`src/rtl/supv_pkg.sv`:
```
package supv_pkg;
  localparam int unsigned N_SRC    = 5;
  localparam int unsigned FLT_W    = 8;
  localparam int unsigned FLT_LSB  = FLT_W - N_SRC;
  localparam logic [1:0]  WD_OFF   = 2'b11;
endpackage

```
`src/rtl/supv_por_seq.sv`:
```
module supv_por_seq #(
  parameter int unsigned D0 = 50,
  parameter int unsigned D1 = 200,
  parameter int unsigned D2 = 400,
  parameter int unsigned D3 = 800
) (
  input  logic       clk_i,
  input  logic       rst_ni,
  input  logic       tick_i,
  input  logic       hold_i,
  input  logic [1:0] sel_i,
  output logic       rst_o
);
  localparam int unsigned M01  = (D0 > D1) ? D0 : D1;
  localparam int unsigned M23  = (D2 > D3) ? D2 : D3;
  localparam int unsigned DMAX = (M01 > M23) ? M01 : M23;
  localparam int unsigned CW   = $clog2(DMAX + 1);

  logic [CW-1:0] last, cnt_q;
  logic          rst_q;

  always_comb begin
    unique case (sel_i)
      2'b00:   last = CW'(D0 - 1);
      2'b01:   last = CW'(D1 - 1);
      2'b10:   last = CW'(D2 - 1);
      default: last = CW'(D3 - 1);
    endcase
  end

  always_ff @(posedge clk_i or negedge rst_ni) begin
    if (!rst_ni) begin
      rst_q <= 1'b1;
      cnt_q <= '0;
    end else if (hold_i) begin
      rst_q <= 1'b1;
      cnt_q <= '0;
    end else if (rst_q && tick_i) begin
      if (cnt_q >= last) begin
        rst_q <= 1'b0;
        cnt_q <= '0;
      end else begin
        cnt_q <= cnt_q + 1'b1;
      end
    end
  end

  assign rst_o = rst_q;
endmodule

```
`src/rtl/supv_mr_deb.sv`:
```
module supv_mr_deb #(
  parameter int unsigned TICKS = 4
) (
  input  logic clk_i,
  input  logic rst_ni,
  input  logic tick_i,
  input  logic mr_ni,
  output logic act_o
);
  localparam int unsigned CW = $clog2(TICKS + 1);

  logic [CW-1:0] cnt_q;
  logic          act_q;

  always_ff @(posedge clk_i or negedge rst_ni) begin
    if (!rst_ni) begin
      act_q <= 1'b0;
      cnt_q <= '0;
    end else if (mr_ni) begin
      act_q <= 1'b0;
      cnt_q <= '0;
    end else if (tick_i && !act_q) begin
      if (cnt_q >= CW'(TICKS - 1)) act_q <= 1'b1;
      else                         cnt_q <= cnt_q + 1'b1;
    end
  end

  assign act_o = act_q;
endmodule

```
`src/rtl/supv_wdt.sv`:
```
module supv_wdt #(
  parameter int unsigned W0 = 1400,
  parameter int unsigned W1 = 200,
  parameter int unsigned W2 = 25
) (
  input  logic       clk_i,
  input  logic       rst_ni,
  input  logic       tick_i,
  input  logic       kick_i,
  input  logic       sys_rst_i,
  input  logic [1:0] sel_i,
  output logic       tmo_o
);
  import supv_pkg::*;
  localparam int unsigned M01  = (W0 > W1) ? W0 : W1;
  localparam int unsigned WMAX = (M01 > W2) ? M01 : W2;
  localparam int unsigned CW   = $clog2(WMAX + 1);

  logic [CW-1:0] last, cnt_q;
  logic          kick_q, tmo_q, restart, expire;

  always_comb begin
    unique case (sel_i)
      2'b00:   last = CW'(W0 - 1);
      2'b01:   last = CW'(W1 - 1);
      2'b10:   last = CW'(W2 - 1);
      default: last = '0;
    endcase
  end

  assign restart = sys_rst_i | (kick_i & ~kick_q) | (sel_i == WD_OFF);
  assign expire  = tick_i & (cnt_q >= last);

  always_ff @(posedge clk_i or negedge rst_ni) begin
    if (!rst_ni) begin
      cnt_q  <= '0;
      kick_q <= 1'b0;
      tmo_q  <= 1'b0;
    end else begin
      kick_q <= kick_i;
      tmo_q  <= ~restart & expire;
      if (restart)     cnt_q <= '0;
      else if (expire) cnt_q <= '0;
      else if (tick_i) cnt_q <= cnt_q + 1'b1;
    end
  end

  assign tmo_o = tmo_q;
endmodule

```
`src/rtl/supv_fault_log.sv`:
```
module supv_fault_log #(
  parameter int unsigned N = 5
) (
  input  logic         clk_i,
  input  logic         rst_ni,
  input  logic [N-1:0] src_i,
  input  logic         we_i,
  input  logic [N-1:0] wdata_i,
  output logic [N-1:0] flags_o
);
  for (genvar i = 0; i < N; i++) begin : g_bit
    logic src_q, flag_q;
    always_ff @(posedge clk_i or negedge rst_ni) begin
      if (!rst_ni) begin
        src_q  <= 1'b0;
        flag_q <= 1'b0;
      end else begin
        src_q  <= src_i[i];
        // a new cause wins over a host write in the same cycle
        flag_q <= (we_i ? wdata_i[i] : flag_q) | (src_i[i] & ~src_q);
      end
    end
    assign flags_o[i] = flag_q;
  end
endmodule

```
`src/rtl/supv_reset_ctrl.sv`:
```
module supv_reset_ctrl
  import supv_pkg::*;
#(
  parameter int unsigned POR_T0   = 50,
  parameter int unsigned POR_T1   = 200,
  parameter int unsigned POR_T2   = 400,
  parameter int unsigned POR_T3   = 800,
  parameter int unsigned WDT_T0   = 1400,
  parameter int unsigned WDT_T1   = 200,
  parameter int unsigned WDT_T2   = 25,
  parameter int unsigned MR_TICKS = 4
) (
  input  logic       clk_i,
  input  logic       rst_ni,
  input  logic       tick_i,
  input  logic       pwr_ok_i,
  input  logic [2:0] lv_i,
  input  logic       mr_ni,
  input  logic       kick_i,
  input  logic [1:0] por_sel_i,
  input  logic [1:0] wd_sel_i,
  input  logic       flt_we_i,
  input  logic [7:0] flt_wdata_i,
  output logic       rst_o,
  output logic       wdt_o,
  output logic [7:0] flt_o
);
  logic             mr_act, hold, sys_rst, tmo;
  logic [N_SRC-1:0] src, flags;
  logic             unused_wlsb;

  supv_mr_deb #(.TICKS(MR_TICKS)) u_mr (
    .clk_i, .rst_ni, .tick_i, .mr_ni, .act_o(mr_act)
  );

  assign hold = ~pwr_ok_i | lv_i[0] | mr_act;

  supv_por_seq #(.D0(POR_T0), .D1(POR_T1), .D2(POR_T2), .D3(POR_T3)) u_por (
    .clk_i, .rst_ni, .tick_i, .hold_i(hold), .sel_i(por_sel_i), .rst_o(sys_rst)
  );

  supv_wdt #(.W0(WDT_T0), .W1(WDT_T1), .W2(WDT_T2)) u_wdt (
    .clk_i, .rst_ni, .tick_i, .kick_i, .sys_rst_i(sys_rst), .sel_i(wd_sel_i), .tmo_o(tmo)
  );

  // order matches fault byte bits 7..3
  assign src = {lv_i[0], lv_i[1], lv_i[2], tmo, mr_act};

  supv_fault_log #(.N(N_SRC)) u_flt (
    .clk_i, .rst_ni, .src_i(src), .we_i(flt_we_i),
    .wdata_i(flt_wdata_i[FLT_W-1:FLT_LSB]), .flags_o(flags)
  );

  assign unused_wlsb = ^flt_wdata_i[FLT_LSB-1:0];
  assign rst_o = sys_rst;
  assign wdt_o = tmo;
  assign flt_o = {flags, {FLT_LSB{1'b0}}};
endmodule

```
`config.mk`:
```
export PLATFORM = sky130hd
export DESIGN_NAME = supv_reset_ctrl
export DESIGN_NICKNAME = d
export VERILOG_FILES = /design/src/rtl/supv_pkg.sv /design/src/rtl/supv_por_seq.sv /design/src/rtl/supv_mr_deb.sv /design/src/rtl/supv_wdt.sv /design/src/rtl/supv_fault_log.sv /design/src/rtl/supv_reset_ctrl.sv
export SDC_FILE = /design/constraint.sdc
export NUM_CORES = 1
export LEC_CHECK = 0
export ABC_AREA = 0
export BUFFER_PORTS_ARGS = -buffer_cell sky130_fd_sc_hd__buf_2
export CORE_MARGIN = 3
export CORE_UTILIZATION = 35
export DETAILED_ROUTE_END_ITERATION = 10
export PLACE_DENSITY = 0.64
export SETUP_SLACK_MARGIN = 0.2
export SYNTH_ARGS = -nofsm -noshare
export SYNTH_HDL_FRONTEND = slang
export SYNTH_SLANG_ARGS = --single-unit
```
`constraint.sdc`:
```
create_clock -name clk_i -period 1.8 [get_ports clk_i]
set_clock_uncertainty 0.05 [all_clocks]
set_input_delay 0.18 -clock clk_i [delete_from_list [all_inputs] [get_ports clk_i]]
set_output_delay 0.18 -clock clk_i [all_outputs]
set_load 0.02 [all_outputs]
```
==> Yosys cells after proc, flatten, opt, wreduce, memory -nomap -nowiden <==
Cells that the tools add are included.
{ "totals": {"register_bits": 38, "inputBits": 22, "output_inout_bits": 10, "wordCells": 89} }
{ "op_classes": {"add_sub_neg": 3, "n_lt_le_gt_ge": 3, "n_eq_ne": 6, "muxes": 22, "n_bitwise": 25, "n_reduce_logical": 13} }
{ "op_table": {"columns": ["operator", "n"], "rows": [
  ["2-to-1 mux 11 bit", 3],
  ["one-hot mux 11 bit (3 select lines)", 1],
  ["2-to-1 mux 10 bit", 3],
  ["one-hot mux 10 bit (3 select lines)", 1],
  ["adder 11 x 1 -> 11 bit (second input constant)", 1],
  [">= comparator 11 bit", 1],
  ["2-to-1 mux 1 bit", 11],
  ["adder 10 x 1 -> 10 bit (second input constant)", 1],
  [">= comparator 10 bit", 1],
  ["2-to-1 mux 3 bit", 3],
  ["OR 1 bit", 9],
  ["bitwise AND 1 bit", 8],
  ["inverter 1 bit", 8],
  ["nonzero test 2 bit", 4],
  ["equality test 2 bit (second input constant)", 3],
  ["AND reduction 2 bit", 3],
  ["equality test 2 x 1 -> 1 bit (second input constant)", 2],
  ["zero test 2 bit", 2],
  ["adder 3 x 1 -> 3 bit (second input constant)", 1],
  [">= comparator 3 x 2 -> 1 bit (second input constant)", 1],
  ["nonzero test 3 bit", 1],
  ["logical AND 1 bit", 2],
  ["!= test 2 bit (second input constant)", 1],
  ["zero test 1 bit", 1]
]} }

==> Longest topological paths before layout <==
{ "logic_depth": {"word_depth": 6, "ltp_mapped": 10} }

==> Modules after synthesis <==
Synthesis repeated with hierarchy kept, for this count alone.
{ "unflattened": {"hier_cells": 275, "area_unflattened_um2": 2596.2} }
{ "modules_own_cells": {"columns": ["mod", "n_inst", "cells_each", "area_per_inst_um2", "seq_area_each_um2"], "rows": [
  ["supv_wdt", 1, 115, 1004.7, 325.3],
  ["supv_por_seq", 1, 104, 938.4, 276.5],
  ["supv_fault_log", 1, 31, 392.9, 250.2],
  ["supv_mr_deb", 1, 20, 225.2, 100.1],
  ["supv_reset_ctrl", 1, 5, 35.0, 0.0]
]} }

==> Worst setup path before layout <==
Ideal clock, no wire load.
{ "synth_path": {"path_type": "input -> register", "from": "input port por_sel_i[1]", "to": "register u_por.cnt_q[2]", "t_arrival_ns": 1.776, "path_slack_ns": -0.144, "cell_stages": 10, "path_buffers": 1, "path_cell_list": "inv_1 > ha_1 > inv_1 > ha_1 > o21ai_1 > a221o_1 > o21ai_2 > buf_6 > o21bai_2 > a21o_1"} }
{ "synth_between": {"elab_chain_len": 6, "word_cells_on_any_way": 8, "cone_classes": "order compare: 1; eq/ne: 2; mux: 4; reduce/logical: 1"} }
{ "synth_rtl": {"columns": ["item", "line", "source"], "rows": [
  ["from (decl)", "supv_reset_ctrl.sv:20", "input logic [1:0] por_sel_i,"],
  ["equality test 2 bit (tied with other cells)", "supv_por_seq.sv:23", "unique case (sel_i)"],
  ["one-hot mux 10 bit (3 select lines) *", "supv_por_seq.sv:23", null],
  [">= comparator 10 bit *", "supv_por_seq.sv:39", "if (cnt_q >= last) begin"],
  ["2-to-1 mux 10 bit *", "supv_por_seq.sv:39", null],
  ["2-to-1 mux 10 bit *", "supv_por_seq.sv:38", "end else if (rst_q && tick_i) begin"],
  ["2-to-1 mux 10 bit *", "supv_por_seq.sv:35", "end else if (hold_i) begin"],
  ["to (signal assigned)", "supv_por_seq.sv:43", "cnt_q <= cnt_q + 1'b1;"],
  ["to (decl)", "supv_por_seq.sv:19", "logic [CW-1:0] last, cnt_q;"]
]} }
Mark *: on every way between the ends. The rest lies on a longest branch, timed or not. The select of a mux whose other input is x is not followed.
A chain may end at the register's enable or synchronous reset.

==> Final worst setup path <==
{ "layout_path": {"from": "register u_por.cnt_q[7]", "to": "register u_por.cnt_q[9]"} }
{ "layout_between": {"elab_chain_len": 4, "word_cells_on_any_way": 5, "cone_classes": "add/sub: 1; order compare: 1; mux: 3"} }
{ "layout_rtl": {"columns": ["item", "line"], "rows": [
  ["adder 10 x 1 -> 10 bit or >= comparator 10 bit (tied branches)", "supv_por_seq.sv:43, supv_por_seq.sv:39"],
  ["2-to-1 mux 10 bit *", "supv_por_seq.sv:39"],
  ["2-to-1 mux 10 bit *", "supv_por_seq.sv:38"],
  ["2-to-1 mux 10 bit *", "supv_por_seq.sv:35"]
]} }
Marks and branches as above.

==> flow_summary.ini <==
[power_and_ir_drop]
static-leakage-power_nw = 1.63
p_per_area_nw_per_um2 = 599
switching_power_total_mw = 0.575
p_seq_frac = 0.415
irDropWorstVdd_v = 0.000280
combinationalPowerShare = 0.180
net_switching_share_of_the_total_power = 0.261
internal-power_mw = 1.63
clock_power_share = 0.405

[sta]
final.min_clock_period_ns = 1.83
achievable_freq_mhz = 546
rsz_0062_raised_after_global_routing = yes
finalCritPeriodShare = 1.02
setup_slack_of_the_critical_path_after_layout_ns = -0.0328
hold_violations_final = 0
setup-violations-final = 8
max-slew-margin-rel = 0.601
worstMarginPinSlew_ns = 0.592
drv_slew = 0

[drt]
highest_layer = met4
wirelength_met1_um = 2800
vias = 2259
drc_errors = 0
ant_nets = 0
drt_pass1_iterations = 4
met3_wirelength_um = 227
met2_length_um = 3110
vias_per_cell = 5.21
finalWirelength_um = 6220
avgRoutedWirePerCell_um = 14.3
drt_iter0_drcs = 102

[synth]
synth_sequential_area_ratio = 0.383
synthDominantAreaCellType = sky130_fd_sc_hd__dfrtp_1
synth_ff_type = sky130_fd_sc_hd__dfrtp_1
warnings_from_yosys = 0
post_synth_instance_area_um2 = 2490
synth.top_cell.area_share = 0.372
post_synthesis_cell_count = 267
yosys-top-cells-area = sky130_fd_sc_hd__dfrtp_1 (37%), sky130_fd_sc_hd__ha_1 (13%), sky130_fd_sc_hd__nand2_1 (4.2%)
post-synth-top-count-cell = sky130_fd_sc_hd__dfrtp_1
syn-mean-instance-area_um2 = 9.32
synthDistinctLibCells = 48
synthTopCellsByCount = sky130_fd_sc_hd__dfrtp_1 (37), sky130_fd_sc_hd__nand2_1 (28), sky130_fd_sc_hd__ha_1 (26)
post_synth_edffs = 0
ys_seq_elements = 38
fraction_of_synthesis_flops_using_an_asynchronous_set_or_reset_pin = 1.00

[cells_and_area]
antenna_cells_inserted = 0
final_layout_size_suffix_gt1_frac = 0.435
final_cells = 434
fillers = 618
nNetsFinal = 385
syn2layout_area_growth_pct = 47.8

[cts]
buffers_from_clock_root_to_sink_at_most = 2
cts.sinks = 38
clockRootBuffer = sky130_fd_sc_hd__clkbuf_8
clock_transition_at_the_registers_of_the_reported_paths_ns = 0.08
clock_tree.htree_level_count = 2
tritoncts = yes
cts_buffers = 5
clock_insertion_delay_worst_skew_ns = 0.30

[floorplan]
core.rowCount = 30
floorplan.die.height_um = 90.3
initial_utilization = 0.364
top_level_ports = 32
die_x_um = 90.3
design.die.area_um2 = 8160
core_area_um2 = 6830

[placed_design]
buffers_on_ports = 25
dpl_worst_slack_ns = -0.308
routabilityCongestion = 0.796
placed_cells = 411
hpwlAfterDp_um = 4200

[global_routing]
first_pass_grt_wire_length_um = 9780
grt_start_max_net_pins = 26
globalRouteTotalUtil = 0.145
overflow_after_grt = 0
grt_pass1_vias = 2139
number_of_antenna_violations_at_the_first_check_in_global_routing = 0

[setup_path]
cp_max_fo = 3
crit_end_category = register
worstSetupStartpointType = register
crit_arrival_ns = 1.96
critical_path_class = register to register
required_ns = 1.93

[outcome]
status = finished with violations
failed_checks = negative setup slack

[job]
max-cap-violations = 0

[hold_path]
hp-class = input pin to register
-- final timing paths --
check / startpoint / depth (start not counted) / to / slack [ns]
worst max-delay path: u_por.cnt_q[7] / 6 / u_por.cnt_q[9] / -0.03
worst min-delay path: mr_ni / 2 / u_mr.cnt_q[2] / 0.03
worst max register to register: u_por.cnt_q[7] / 6 / u_por.cnt_q[9] / -0.03
worst min register to register: u_mr.act_o / 0 / u_flt.g_bit[0].src_q / 0.37
min in group asynchronous: rst_ni / 2 / u_por.cnt_q[5] / 0.35
max in group asynchronous: rst_ni / 3 / u_por.rst_o / 0.74
-- flip-flops by register name (all words and copies together), names as in the netlist --
signal and cells:
u_flt.g_bit.src_q 5, u_mr.act_o 1, u_por.cnt_q 10, u_wdt.cnt_q 11, u_por.rst_o 1, u_flt.g_bit.flag_q 5, u_wdt.tmo_o 1, u_mr.cnt_q 3
u_wdt.kick_q 1
-- final cells by class --
cell class                      instances  area (µm²)  area share
Multi-Input combinational cell        193        1730       0.471
Inverter                               19        91.3      0.0248
Timing Repair Buffer                   80         643       0.175
Clock buffer                            5        68.8      0.0187
Clock inverter                          3        68.8      0.0187
Tap cell                               96         120      0.0327
Sequential cell                        38         953       0.259
-- power by group through the flow --
| stage | clock (mW) | combinational (mW) | sequential, mW |
|---|---|---|---|
| after floorplan | 0 | 0.210 | 0.929 |
| after global placement | 0 | 0.308 | 0.930 |
| after detailed placement | 0 | 0.319 | 0.932 |
| after CTS | 0.910 | 0.339 | 0.917 |
| after global routing | 0.941 | 0.437 | 0.919 |
| final | 0.893 | 0.397 | 0.913 |
-- cells in the final DEF, fill, tap and decap left out, types with 3 or more instances in the layout --
cell type                       count
sky130_fd_sc_hd__a21oi_1            9
sky130_fd_sc_hd__inv_1             15
sky130_fd_sc_hd__a21oi_2            4
sky130_fd_sc_hd__nand2_1           25
sky130_fd_sc_hd__nand3_1            5
sky130_fd_sc_hd__conb_1             3
sky130_fd_sc_hd__ha_1              16
sky130_fd_sc_hd__buf_12             4
sky130_fd_sc_hd__or3_1              4
sky130_fd_sc_hd__a21o_1             6
sky130_fd_sc_hd__nor2_1            13
sky130_fd_sc_hd__clkbuf_8           5
sky130_fd_sc_hd__a21oi_4            5
sky130_fd_sc_hd__mux2i_1            8
sky130_fd_sc_hd__dfrtp_1           36
sky130_fd_sc_hd__ha_4               9
sky130_fd_sc_hd__a31oi_1            3
sky130_fd_sc_hd__o21ai_4            3
sky130_fd_sc_hd__dlygate4sd3_1      5
sky130_fd_sc_hd__o2111ai_1          4
sky130_fd_sc_hd__buf_2             25
sky130_fd_sc_hd__o21ai_2            3
sky130_fd_sc_hd__buf_4             42
sky130_fd_sc_hd__nor3_1             3
sky130_fd_sc_hd__o21ai_0           10
sky130_fd_sc_hd__a211oi_2           4
sky130_fd_sc_hd__o2111ai_2          4
-- repair_timing --
| item | 4_1_cts | 5_1_grt |
|---|---|---|
| resized for setup | 19 | 39 |
| setup endpoints to repair | 26 | 26 |
| hold buffers | 5 | 0 |
| endpoints found under the hold margin | 27 | 0 |
| cloned | 0 | 2 |
| setup buffers | 3 | 5 |
| pin swaps | 8 | 25 |
-- metrics by stage --
| stage | util | power (mW) | instance area (µm²) | hold WS (ns) | setup TNS [ns] |
|---|---|---|---|---|---|
| floorplan | - | 1.14 | 2610 | -0.166 | -0.0228 |
| global placement | 0.448 | 1.24 | 3060 | 0.163 | -2.94 |
| detailed placement | 0.448 | 1.25 | 3060 | 0.161 | -3.49 |
| CTS | 0.492 | 2.17 | 3360 | 0.0241 | -0.171 |
| global route | 0.538 | 2.30 | 3680 | 0.0292 | -0.881 |
| finish | 0.538 | 2.20 | 3680 | 0.0254 | -0.131 |
-- cells by family (layout without fill, tap and decap cells) --
kind of cell    after synthesis  after routing  synth area share
buf+inv                      38            107            0.0809
compound gates               72             72             0.199
flops                        38             38             0.383
simple gates                 82             82             0.166
other cells                   1              3           0.00151
xor+xnor                      2              2           0.00704
fa+ha+maj                    26             26             0.131
mux                           8              8            0.0322
-- worst max-delay path: stages (launching register included) --
cell                      delay [ns]
sky130_fd_sc_hd__dfrtp_1        0.43
sky130_fd_sc_hd__ha_4           0.31
sky130_fd_sc_hd__o21ai_2        0.05
sky130_fd_sc_hd__a221o_1        0.34
sky130_fd_sc_hd__o21ai_4        0.18
sky130_fd_sc_hd__nor3b_1        0.08
sky130_fd_sc_hd__a211o_1        0.28
-- routing by layer --
metal / up-vias / track usage
li1: 1099 / -
met1: 1091 / 0.184
met2: 59 / 0.248
met3: 10 / 0.0325
met4: 0 / 0.0370
met5: - / 0
Power figures use the tool's default switching activity.
